File: src/rtl/wm_pkg.sv
package wm_pkg;

  localparam int PH_W   = 3;
  localparam int IN_W   = 5;
  localparam int ADDR_W = PH_W + IN_W;
  localparam int DATA_W = PH_W + 5;

  typedef enum logic [PH_W-1:0] {
    PH_IDLE  = 3'd0,
    PH_WASH  = 3'd1,
    PH_DRAIN = 3'd2,
    PH_RINSE = 3'd3,
    PH_FLUSH = 3'd4,
    PH_SPIN  = 3'd5
  } phase_e;

  localparam logic [PH_W-1:0] PH_LAST = 3'd5;

  // Table address layout, msb first.
  typedef struct packed {
    logic [PH_W-1:0] ph;
    logic            start;
    logic            off;
    logic            hot;
    logic            tdone;
    logic            full;
  } lut_addr_t;

  // Table word layout, msb first.
  typedef struct packed {
    logic [PH_W-1:0] nxt;
    logic            hot_v;
    logic            cold_v;
    logic            agit;
    logic            motor;
    logic            tstart;
  } lut_word_t;

  // Fill-or-agitate behaviour shared by wash and rinse.
  function automatic lut_word_t fill_step(input lut_word_t w_in, input logic full,
                                          input logic use_hot);
    lut_word_t w;
    w = w_in;
    if (full) begin
      w.agit = 1'b1;
    end else if (use_hot) begin
      w.hot_v = 1'b1;
    end else begin
      w.cold_v = 1'b1;
    end
    return w;
  endfunction

  // One table word, computed from its own address.
  function automatic lut_word_t lut_entry(input lut_addr_t a);
    lut_word_t w;
    w     = '0;
    w.nxt = a.ph;
    case (a.ph)
      PH_IDLE: begin
        if (a.start) begin
          w.nxt    = PH_WASH;
          w.tstart = 1'b1;
        end
      end
      PH_WASH: begin
        w = fill_step(w, a.full, a.hot);
        if (a.tdone && a.full) w.nxt = PH_DRAIN;
      end
      PH_DRAIN: begin
        w.motor = 1'b1;
        if (!a.full) begin
          w.nxt    = PH_RINSE;
          w.tstart = 1'b1;
        end
      end
      PH_RINSE: begin
        w = fill_step(w, a.full, 1'b0);
        if (a.tdone && a.full) w.nxt = PH_FLUSH;
      end
      PH_FLUSH: begin
        w.motor = 1'b1;
        if (!a.full) begin
          w.nxt    = PH_SPIN;
          w.tstart = 1'b1;
        end
      end
      PH_SPIN: begin
        w.motor = 1'b1;
        if (a.tdone) w.nxt = PH_IDLE;
      end
      default: w = '0;
    endcase
    if (a.off && (a.ph <= PH_LAST)) begin
      w     = '0;
      w.nxt = a.ph;
    end
    return w;
  endfunction

endpackage

File: src/rtl/wm_seq_rom.sv
module wm_seq_rom
  import wm_pkg::*;
#(
  parameter int AW = ADDR_W,
  parameter int DW = DATA_W
) (
  input  logic [AW-1:0] addr,
  output logic [DW-1:0] data
);

  localparam int DEPTH = 1 << AW;

  logic [DW-1:0] tbl [DEPTH];

  for (genvar g = 0; g < DEPTH; g++) begin : g_word
    assign tbl[g] = DW'(lut_entry(lut_addr_t'(AW'(g))));
  end

  assign data = tbl[addr];

endmodule

File: src/rtl/wm_hold_ctl.sv
module wm_hold_ctl (
  input  logic clk,
  input  logic rst,
  input  logic off_btn,
  input  logic start_btn,
  output logic off_eff,
  output logic paused
);

  always_ff @(posedge clk) begin
    if (rst) begin
      paused <= 1'b0;
    end else if (off_btn) begin
      paused <= 1'b1;
    end else if (start_btn) begin
      paused <= 1'b0;
    end
  end

  // A start press releases a stored freeze in the same cycle.
  assign off_eff = off_btn | (paused & ~start_btn);

endmodule

File: src/rtl/wm_act_decode.sv
module wm_act_decode
  import wm_pkg::*;
(
  input  logic [PH_W-1:0] phase,
  input  lut_word_t       word,
  output logic            hot_valve,
  output logic            cold_valve,
  output logic            agitator,
  output logic            drain_pump,
  output logic            spin_motor,
  output logic            stime_raw
);

  logic in_drain;
  logic in_spin;

  assign in_drain = (phase == PH_DRAIN) || (phase == PH_FLUSH);
  assign in_spin  = (phase == PH_SPIN);

  assign hot_valve  = word.hot_v;
  assign cold_valve = word.cold_v;
  assign agitator   = word.agit;
  assign drain_pump = word.motor & in_drain;
  assign spin_motor = word.motor & in_spin;
  assign stime_raw  = word.tstart;

endmodule

File: src/rtl/wm_ctrl.sv
module wm_ctrl
  import wm_pkg::*;
(
  input  logic            clk,
  input  logic            rst,
  input  logic            start_btn,
  input  logic            off_btn,
  input  logic            hot_sel,
  input  logic            timer_done,
  input  logic            tank_full,
  output logic            hot_valve,
  output logic            cold_valve,
  output logic            agitator,
  output logic            drain_pump,
  output logic            spin_motor,
  output logic            timer_start,
  output logic [PH_W-1:0] phase
);

  logic            off_eff;
  logic            paused;
  lut_addr_t       addr;
  logic [DATA_W-1:0] rom_data;
  lut_word_t       word;
  logic            stime_raw;
  logic [PH_W-1:0] phase_q;

  wm_hold_ctl u_hold (
    .clk       (clk),
    .rst       (rst),
    .off_btn   (off_btn),
    .start_btn (start_btn),
    .off_eff   (off_eff),
    .paused    (paused)
  );

  always_comb begin
    addr.ph    = phase_q;
    addr.start = start_btn;
    addr.off   = off_eff;
    addr.hot   = hot_sel;
    addr.tdone = timer_done;
    addr.full  = tank_full;
  end

  wm_seq_rom #(.AW(ADDR_W), .DW(DATA_W)) u_rom (
    .addr (addr),
    .data (rom_data)
  );

  assign word = lut_word_t'(rom_data);

  wm_act_decode u_dec (
    .phase      (phase_q),
    .word       (word),
    .hot_valve  (hot_valve),
    .cold_valve (cold_valve),
    .agitator   (agitator),
    .drain_pump (drain_pump),
    .spin_motor (spin_motor),
    .stime_raw  (stime_raw)
  );

  always_ff @(posedge clk) begin
    if (rst) begin
      phase_q     <= PH_IDLE;
      timer_start <= 1'b0;
    end else begin
      phase_q     <= word.nxt;
      timer_start <= stime_raw;
    end
  end

  assign phase = phase_q;

endmodule

File: config.mk
export PLATFORM = sky130hd
export DESIGN_NAME = wm_ctrl
export DESIGN_NICKNAME = d
export VERILOG_FILES = /design/src/rtl/wm_pkg.sv /design/src/rtl/wm_seq_rom.sv /design/src/rtl/wm_hold_ctl.sv /design/src/rtl/wm_act_decode.sv /design/src/rtl/wm_ctrl.sv
export SDC_FILE = /design/constraint.sdc
export NUM_CORES = 1
export LEC_CHECK = 0
export ABC_AREA = 1
export CORE_AREA = 4 4 41 43
export CTS_BUF_LIST = sky130_fd_sc_hd__clkbuf_8
export DETAILED_ROUTE_END_ITERATION = 10
export DIE_AREA = 0 0 45 47
export SYNTH_ARGS = -nofsm -noshare
export SYNTH_HDL_FRONTEND = slang
export SYNTH_HIERARCHICAL = 1
export SYNTH_SLANG_ARGS = --single-unit
export TNS_END_PERCENT = 50
File: constraint.sdc
create_clock -name clk -period 2.2 [get_ports clk]
set_input_delay 0.66 -clock clk [delete_from_list [all_inputs] [get_ports clk]]
set_output_delay 0.66 -clock clk [all_outputs]
set_load 0.005 [all_outputs]
==> report_table.html, run 1 <==
<table>
<tr><th>Metric</th><th>Value</th></tr>
<tr><th colspan="2">Status</th></tr>
<tr><td>Result of the run</td><td>finished clean</td></tr>
<tr><th colspan="2">Logic synthesis</th></tr>
<tr><td>Simple-gate area share of the yosys netlist</td><td>0.449</td></tr>
<tr><td>Part of the Yosys area used for sequential elements</td><td>0.227</td></tr>
<tr><td>Number of cells produced by synthesis</td><td>71</td></tr>
<tr><td>Synthesis warning total</td><td>6</td></tr>
<tr><td>Mux share of post-synthesis cell area</td><td>0</td></tr>
<tr><td>Register bit count reported by yosys</td><td>5</td></tr>
<tr><td>Post-Synthesis Net Count</td><td>78</td></tr>
<tr><td>Avg Synthesized Cell Area</td><td>6.20 sq um</td></tr>
<tr><td>Count of different cell masters after synthesis</td><td>21</td></tr>
<tr><td>Compound-gate portion of the synthesized area</td><td>0.102</td></tr>
<tr><td>Synthesized-area fraction occupied by xor and xnor cells</td><td>0</td></tr>
<tr><td>Netlist area before placement</td><td>440 sq um</td></tr>
<tr><td>Adder-cell share of the synthesized area</td><td>0</td></tr>
<tr><td>Largest family of logic cells by synthesized area</td><td>simple AND/OR/NAND/NOR gates</td></tr>
<tr><th colspan="2">Timing</th></tr>
<tr><td>Count of final max-slew check failures</td><td>0</td></tr>
<tr><td>Clock tree skew after final layout</td><td>0.00272 ns</td></tr>
<tr><td>Fraction of the cycle the final worst path needs</td><td>0.958</td></tr>
<tr><td>RSZ-0062 raised after global routing</td><td>true</td></tr>
<tr><td>Final Hold Vio Count</td><td>0</td></tr>
<tr><td>F_max</td><td>475 MHz</td></tr>
<tr><td>Time the final worst path needs with I/O delays and setup</td><td>2.11 ns</td></tr>
<tr><td>Worst relative slew slack</td><td>0.874</td></tr>
<tr><td>Worst Tran Pin Value</td><td>0.189 ns</td></tr>
<tr><td>Setup-failing EPs final</td><td>0</td></tr>
<tr><td>Setup WS post-layout</td><td>0.0931 ns</td></tr>
<tr><td>Smallest hold slack</td><td>0.672 ns</td></tr>
<tr><th colspan="2">Worst setup path</th></tr>
<tr><td>Crit start category</td><td>primary input</td></tr>
<tr><td>Reg2Reg Depth</td><td>9</td></tr>
<tr><td>CP endpoint kind</td><td>output port</td></tr>
<tr><td>Required time of the worst setup path</td><td>1.54 ns</td></tr>
<tr><td>Crit Path Category</td><td>primary input to output port</td></tr>
<tr><td>Register-to-register setup slack</td><td>1.01 ns</td></tr>
<tr><td>Largest driver fanout on the critical path</td><td>3</td></tr>
<tr><td>Critical path arrival</td><td>1.45 ns</td></tr>
<tr><th colspan="2">Layout</th></tr>
<tr><td>Net total in the final layout</td><td>108</td></tr>
<tr><td>Number of antenna repair diodes</td><td>0</td></tr>
<tr><td>Count of filler cells inserted in the layout</td><td>137</td></tr>
<tr><td>Area grow syn2layout</td><td>64.8%</td></tr>
<tr><td>Fraction of final layout cells with drive strength greater than 1</td><td>0.450</td></tr>
<tr><td>Area taken by flip-flops and latches</td><td>100 sq um</td></tr>
<tr><td>Footprint of the multi-input gates</td><td>260 sq um</td></tr>
<tr><td>Final instance area</td><td>726 sq um</td></tr>
<tr><th colspan="2">Floorplan</th></tr>
<tr><td>Count of standard-cell rows</td><td>13</td></tr>
<tr><td>Width of the die</td><td>45 um</td></tr>
<tr><td>Count of boundary I/O pins</td><td>16</td></tr>
<tr><td>Effective utilization at floorplan</td><td>0.338</td></tr>
<tr><td>Full die area</td><td>0.00212 sq mm</td></tr>
<tr><td>Placeable core region</td><td>0.00130 sq mm</td></tr>
<tr><td>Height of the chip</td><td>47 um</td></tr>
<tr><th colspan="2">Place</th></tr>
<tr><td>Port Buffer Count</td><td>15</td></tr>
<tr><td>Setup WS pre-CTS</td><td>-0.840 ns</td></tr>
<tr><td>Total placed instance area</td><td>666 sq um</td></tr>
<tr><td>Dpl hpwl</td><td>864 um</td></tr>
<tr><td>Weighted congestion reported at the end of routability-driven placement</td><td>0.724</td></tr>
<tr><th colspan="2">Drt</th></tr>
<tr><td>Post-route ant nets</td><td>0</td></tr>
<tr><td>Mean number of vias per cell</td><td>4.42</td></tr>
<tr><td>Routed len/inst</td><td>9.77 um</td></tr>
<tr><td>Length of the first detailed-routing pass in iterations</td><td>4</td></tr>
<tr><td>Detailed Route WL</td><td>1.12 mm</td></tr>
<tr><td>Starting DRT DRC Count</td><td>3</td></tr>
<tr><td># DRC</td><td>0</td></tr>
<tr><td>Total number of vias</td><td>508</td></tr>
<tr><th colspan="2">Power and ir drop</th></tr>
<tr><td>Leakage power of the design</td><td>0.354 nW</td></tr>
<tr><td>Power density over the cells</td><td>459 mW/mm^2</td></tr>
<tr><td>Worst ir drop on vdd</td><td>0.427 mV</td></tr>
<tr><th colspan="2">Clock tree</th></tr>
<tr><td>Clock root buffer</td><td>clkbuf_8</td></tr>
<tr><td>Total CTS buffers</td><td>3</td></tr>
<tr><td>Number of buffers on the longest clock path</td><td>2</td></tr>
<tr><td>H-tree levels</td><td>1</td></tr>
<tr><td>Clock sinks</td><td>5</td></tr>
<tr><td>Clock Pin Slew Worst Setup and Hold Paths</td><td>0.04 ns</td></tr>
<tr><td>Number of hold buffers added after CTS</td><td>0</td></tr>
<tr><td>Worst-Skew Late Latency</td><td>0.22 ns</td></tr>
<tr><td>CTS tree</td><td>built</td></tr>
<tr><th colspan="2">Global route</th></tr>
<tr><td>All-Layer GR Usage</td><td>0.131</td></tr>
<tr><td>Number of antenna violations at the first check in global routing</td><td>0</td></tr>
<tr><td>Via count of the first global-routing pass</td><td>487</td></tr>
<tr><td>Global-route congestion overflow total</td><td>0</td></tr>
<tr><td>Maximum number of pins on one net before global-route repair</td><td>10</td></tr>
<tr><td>Wire length of the first global-routing pass</td><td>1.93 mm</td></tr>
<tr><th colspan="2">Worst hold path</th></tr>
<tr><td>Class of the tightest hold or removal check</td><td>flip-flop to flip-flop</td></tr>
<tr><td>WHS Path Cells</td><td>4</td></tr>
<tr><th colspan="2">Job</th></tr>
<tr><td>Max-cap check violation count</td><td>0</td></tr>
</table>
[Yosys cell counts]
cell	n	area [sq um]
nand2_2	3	18.8
o21ai_0	2	10.0
inv_1	11	41.3
dfxtp_1	5	100
buf_4	4	30.0
nor2_1	10	37.5
o21ai_2	1	8.76
o21ai_1	1	5.00
a211oi_1	1	7.51
a21oi_2	1	8.76
nand4_1	1	6.26
nor3_2	1	10.0
nor2_2	5	31.3
nor2_4	2	22.5
nand3_1	5	25.0
nor3_1	1	5.00
clkinv_1	1	3.75
a21oi_1	1	5.00
inv_2	3	11.3
buf_6	1	11.3
nand2_1	11	41.3
[cell families after synthesis]
group,after synthesis
and+or+nand+nor,39
buffers and inverters,20
AOI/OAI and AO/OA,7
DFF,5
[sequential cells by signal, summed over array words and instances, names as in the netlist]
signal,flops
timer_start,1
u_hold/paused,1
phase,3
[final cells by class]
class / count / area share
Multi-Input combinational cell: 46 / 0.359
Timing Repair Buffer: 30 / 0.338
Sequential cell: 5 / 0.138
Inverter: 15 / 0.0776
Clock buffer: 3 / 0.0569
Tap cell: 15 / 0.0259
Clock inverter: 1 / 0.00517
[power by group]
group / total (W) / internal, W / switching [W]
clock network: 0.000167 / 0.000120 / 0.0000476
logic: 0.0000689 / 0.0000365 / 0.0000324
registers: 0.0000971 / 0.0000950 / 0.00000210
[stage by stage]
step                instances  power [W]  TNS (ns)   util
global route              115   0.000354   -0.0157  0.558
finish                    115   0.000333         0  0.558
detailed placement        109   0.000162     -3.75  0.512
global placement          109   0.000161     -3.61  0.512
floorplan                  71   0.000130         0      -
CTS                       115   0.000338         0  0.551
[path summary, 6_finish.rpt]
path / endpoint / start
max: drain_pump / start_btn
min: u_hold/paused / u_hold/paused
max reg2reg: phase[0] / u_hold/paused
min reg2reg: u_hold/paused / u_hold/paused
[worst max-delay path, cell delays in order]
cell and delay [ns]:
buf_6 0.07, inv_2 0.04, nand2_4 0.06, nand2_4 0.07, nor3_2 0.16, inv_1 0.08, nor2_2 0.08, nand2_1 0.06
nor2_2 0.06, buf_2 0.11
[what timing repair did]
item | in CTS | in global routing
endpoints found under the setup margin | 5 | 5
resized for setup | 27 | 6
pin swaps | 6 | 6
buffers inserted | 2 | 0
[cells in the final DEF (no fill, tap or decap)]
master and count:
clkbuf_2 2, clkdlybuf4s50_1 7, a21oi_1 1, o21ai_0 2, o21ai_2 1, nand2_2 2
nor2_2 5, dfxtp_1 5, clkinv_1 1, o21ai_1 1, nand2_1 10, nor2_4 2
a211oi_1 1, nor3_2 2, nand4_1 1, dlygate4sd2_1 1, nand2_4 2, nand3_1 5
buf_6 2, clkbuf_8 3, inv_1 10, inv_2 5, nor2_1 10, clkdlybuf4s15_2 1
a21oi_2 1, buf_4 15, buf_2 2
[routing by layer]
| metal | global-route usage | vias up | part of all wire |
|---|---|---|---|
| met1 | 0.135 | 222 | 0.42 |
| li1 | - | 270 | - |
| met4 | 0.105 | 0 | 0.028 |
| met3 | 0.0230 | 2 | 0.066 |
| met5 | 0 | - | 0 |
| met2 | 0.234 | 14 | 0.49 |
No activity file was read; power rests on OpenSTA's default activity.
==> run 2, diff against run 1 <==
--- a/config.mk
+++ b/config.mk
@@ -5,7 +5,6 @@
 export SDC_FILE = /design/constraint.sdc
 export NUM_CORES = 1
 export LEC_CHECK = 0
-export ABC_AREA = 1
 export CORE_AREA = 4 4 41 43
 export CTS_BUF_LIST = sky130_fd_sc_hd__clkbuf_8
 export DETAILED_ROUTE_END_ITERATION = 10
==> run 2 against run 1 <==
Effect of this change:
- the flow now finishes with violations (setup timing)
- clock skew down 0.0015 ns
- largest power group unchanged
- register-to-register slack worse by 0.19 ns
- power down 1.9%
- non-clock buffer count down 1
==> report_table.html, run 2 <==
<table>
<tr><th>Metric</th><th>Value</th></tr>
<tr><th colspan="2">Status</th></tr>
<tr><td>Result of the run</td><td>finished, violations left</td></tr>
<tr><td>Violations in the final reports</td><td>setup timing</td></tr>
<tr><th colspan="2">Layout</th></tr>
<tr><td>Net total in the final layout</td><td>84</td></tr>
<tr><td>Commonest non-fill, non-tap cells in the layout</td><td>14 x buf_4, 7 x clkdlybuf4s50_1, 5 x buf_2, 5 x dfxtp_1, 4 x nor2b_1</td></tr>
<tr><td>Count of filler cells inserted in the layout</td><td>137</td></tr>
<tr><td>Area grow syn2layout</td><td>63.7%</td></tr>
<tr><td>Number of antenna repair diodes</td><td>0</td></tr>
<tr><td>Fraction of final layout cells with drive strength greater than 1</td><td>0.434</td></tr>
<tr><td>Most common library cell in the layout ignoring fill and taps</td><td>buf_4</td></tr>
<tr><td>Flip-flop count of the largest register, all copies and words added</td><td>3</td></tr>
<tr><td>Final instance area</td><td>682 sq um</td></tr>
<tr><td>Final core occ</td><td>0.524</td></tr>
<tr><th colspan="2">Timing</th></tr>
<tr><td>Time the final worst path needs with I/O delays and setup</td><td>2.36 ns</td></tr>
<tr><td>Setup WS post-layout</td><td>-0.159 ns</td></tr>
<tr><td>Count of final max-slew check failures</td><td>0</td></tr>
<tr><td>Final Hold Vio Count</td><td>0</td></tr>
<tr><td>Setup-failing EPs final</td><td>3</td></tr>
<tr><td>Worst relative slew slack</td><td>0.772</td></tr>
<tr><td>Worst Tran Pin Value</td><td>0.333 ns</td></tr>
<tr><td>Fraction of the cycle the final worst path needs</td><td>1.07</td></tr>
<tr><td>Clock tree skew after final layout</td><td>0.00120 ns</td></tr>
<tr><td>RSZ-0062 raised after global routing</td><td>true</td></tr>
<tr><td>Total negative slack for setup checks</td><td>-0.274 ns</td></tr>
<tr><td>F_max</td><td>424 MHz</td></tr>
<tr><th colspan="2">Drt</th></tr>
<tr><td># DRC</td><td>0</td></tr>
<tr><td>Mean number of vias per cell</td><td>4.89</td></tr>
<tr><td>Post-route ant nets</td><td>0</td></tr>
<tr><td>Starting DRT DRC Count</td><td>2</td></tr>
<tr><td>Length of the first detailed-routing pass in iterations</td><td>4</td></tr>
<tr><td>Detailed Route WL</td><td>1.09 mm</td></tr>
<tr><td>Routed len/inst</td><td>12.0 um</td></tr>
<tr><td>Total number of vias</td><td>445</td></tr>
<tr><th colspan="2">Floorplan</th></tr>
<tr><td>Full die area</td><td>0.00212 sq mm</td></tr>
<tr><td>Effective utilization at floorplan</td><td>0.320</td></tr>
<tr><td>Width of the die</td><td>45 um</td></tr>
<tr><td>Count of standard-cell rows</td><td>13</td></tr>
<tr><td>Height of the chip</td><td>47 um</td></tr>
<tr><td>Count of boundary I/O pins</td><td>16</td></tr>
<tr><td>Placeable core region</td><td>0.00130 sq mm</td></tr>
<tr><th colspan="2">Global route</th></tr>
<tr><td>Wire length of the first global-routing pass</td><td>1.59 mm</td></tr>
<tr><td>Maximum number of pins on one net before global-route repair</td><td>13</td></tr>
<tr><td>Via count of the first global-routing pass</td><td>387</td></tr>
<tr><td>All-Layer GR Usage</td><td>0.107</td></tr>
<tr><td>Global-route congestion overflow total</td><td>0</td></tr>
<tr><td>Number of antenna violations at the first check in global routing</td><td>0</td></tr>
<tr><th colspan="2">Worst setup path</th></tr>
<tr><td>Crit Path Category</td><td>primary input to output port</td></tr>
<tr><td>Largest driver fanout on the critical path</td><td>2</td></tr>
<tr><td>CP endpoint kind</td><td>output port</td></tr>
<tr><td>Crit start category</td><td>primary input</td></tr>
<tr><td>Critical path arrival</td><td>1.70 ns</td></tr>
<tr><td>Required time of the worst setup path</td><td>1.54 ns</td></tr>
<tr><th colspan="2">Clock tree</th></tr>
<tr><td>Number of hold buffers added after CTS</td><td>0</td></tr>
<tr><td>H-tree levels</td><td>1</td></tr>
<tr><td>Worst-Skew Late Latency</td><td>0.22 ns</td></tr>
<tr><td>Clock Pin Slew Worst Setup and Hold Paths</td><td>0.04 ns</td></tr>
<tr><td>Number of buffers on the longest clock path</td><td>2</td></tr>
<tr><td>Total CTS buffers</td><td>3</td></tr>
<tr><td>Clock sinks</td><td>5</td></tr>
<tr><td>Clock root buffer</td><td>clkbuf_8</td></tr>
<tr><td>CTS tree</td><td>built</td></tr>
<tr><th colspan="2">Power and ir drop</th></tr>
<tr><td>Power density over the cells</td><td>480 mW/mm^2</td></tr>
<tr><td>Leakage power of the design</td><td>0.291 nW</td></tr>
<tr><td>Final Power</td><td>0.000327 W</td></tr>
<tr><td>Worst ir drop on vdd</td><td>0.341 mV</td></tr>
<tr><th colspan="2">Logic synthesis</th></tr>
<tr><td>Mux share of post-synthesis cell area</td><td>0</td></tr>
<tr><td>Post-synth EDFFs</td><td>0</td></tr>
<tr><td>Largest cells by area after synthesis</td><td>dfxtp_1 24%, buf_4 7.2%, nor2b_1 6.0%</td></tr>
<tr><td>Synthesized-area fraction occupied by xor and xnor cells</td><td>0.0420</td></tr>
<tr><td>Top cells by instance count after synthesis</td><td>5 x dfxtp_1, 4 x buf_4, 4 x nor2b_1</td></tr>
<tr><td>Adder-cell share of the synthesized area</td><td>0</td></tr>
<tr><td>Number of cells produced by synthesis</td><td>49</td></tr>
<tr><td>Synthesis warning total</td><td>6</td></tr>
<tr><td>Register bit count reported by yosys</td><td>5</td></tr>
<tr><td>Netlist area before placement</td><td>417 sq um</td></tr>
<tr><td>Part of the Yosys area used for sequential elements</td><td>0.240</td></tr>
<tr><td>Main flop type after synthesis</td><td>dfxtp_1</td></tr>
<tr><td>Avg Synthesized Cell Area</td><td>8.50 sq um</td></tr>
<tr><td>Post-Synthesis Net Count</td><td>56</td></tr>
<tr><td>Largest family of logic cells by synthesized area</td><td>simple AND/OR/NAND/NOR gates</td></tr>
<tr><td>Post-synth top area share</td><td>0.240</td></tr>
<tr><td>Compound-gate portion of the synthesized area</td><td>0.156</td></tr>
<tr><td>Count of different cell masters after synthesis</td><td>27</td></tr>
<tr><td>Share of synthesized flip-flops with an asynchronous set or reset</td><td>0</td></tr>
<tr><td>Dominant cell type by area after synthesis</td><td>dfxtp_1</td></tr>
<tr><td>Most common cell in the netlist</td><td>dfxtp_1</td></tr>
<tr><td>Simple-gate area share of the yosys netlist</td><td>0.426</td></tr>
<tr><th colspan="2">Place</th></tr>
<tr><td>Port Buffer Count</td><td>15</td></tr>
<tr><td>Total placed instance area</td><td>611 sq um</td></tr>
<tr><td>Dpl hpwl</td><td>748 um</td></tr>
<tr><td>Weighted congestion reported at the end of routability-driven placement</td><td>0.811</td></tr>
<tr><td>Setup WS pre-CTS</td><td>-0.979 ns</td></tr>
<tr><th colspan="2">Job</th></tr>
<tr><td>Max-cap check violation count</td><td>0</td></tr>
<tr><th colspan="2">Worst hold path</th></tr>
<tr><td>Class of the tightest hold or removal check</td><td>flip-flop to flip-flop</td></tr>
</table>
[run 2: layer usage]
layer | GRT usage | up-vias | share of wire
met5 | 0 | - | 0
met4 | 0.0351 | 0 | 0
met3 | 0.0575 | 0 | 0.051
met2 | 0.164 | 10 | 0.51
met1 | 0.128 | 213 | 0.44
li1 | - | 222 | -
[run 2: cell families (layout without fill, tap and decap cells)]
family,Yosys count,count (layout)
compound gates,10,10
xor+xnor,2,2
buf+inv,9,36
flops,5,5
simple gates,23,23
[run 2: power by group]
group          switching, W   total, W  internal, W
logic             0.0000260  0.0000665    0.0000405
clock network     0.0000432   0.000163     0.000119
registers        0.00000295  0.0000980    0.0000951
[run 2: worst max-delay path, stage by stage]
cell	delay, ns
buf_6	0.07
nand2b_4	0.12
nand2_4	0.05
or4b_4	0.52
nor3b_2	0.15
buf_2	0.13
[run 2: final cells by class]
cell class | instances | area (sq um) | area share
timing repair buffer | 29 | 231 | 0.339
sequential | 5 | 100 | 0.147
inverter | 3 | 11.3 | 0.0165
clock inverter | 1 | 3.75 | 0.00550
clock buffer | 3 | 41.3 | 0.0606
multi-input combinational | 35 | 275 | 0.404
tap | 15 | 18.8 | 0.0275
[run 2: path summary, 6_finish.rpt]
path         startpoint         to  slack, ns  depth (start not counted)
max reg2reg    phase[1]   phase[0]       0.82                          5
max           start_btn  hot_valve      -0.16                          6
min            phase[2]   phase[1]       0.58                          2
min reg2reg    phase[2]   phase[1]       0.58                          2
[run 2: per-stage QoR]
stage          hold slack (ns)  std cells
5_1_grt                  0.631         91
3_5_place_dp             0.566         82
3_3_place_gp             0.569         82
2_1_floorplan            0.464         49
6_report                 0.580         91
4_1_cts                  0.575         89
[run 2: what timing repair did]
action                                  CTS  global route
buffers inserted                          3             2
cloned                                    0             0
endpoints found under the hold margin     0             0
pin swaps                                 3             3
gates resized for setup                  31             2
endpoints found under the setup margin    5             4
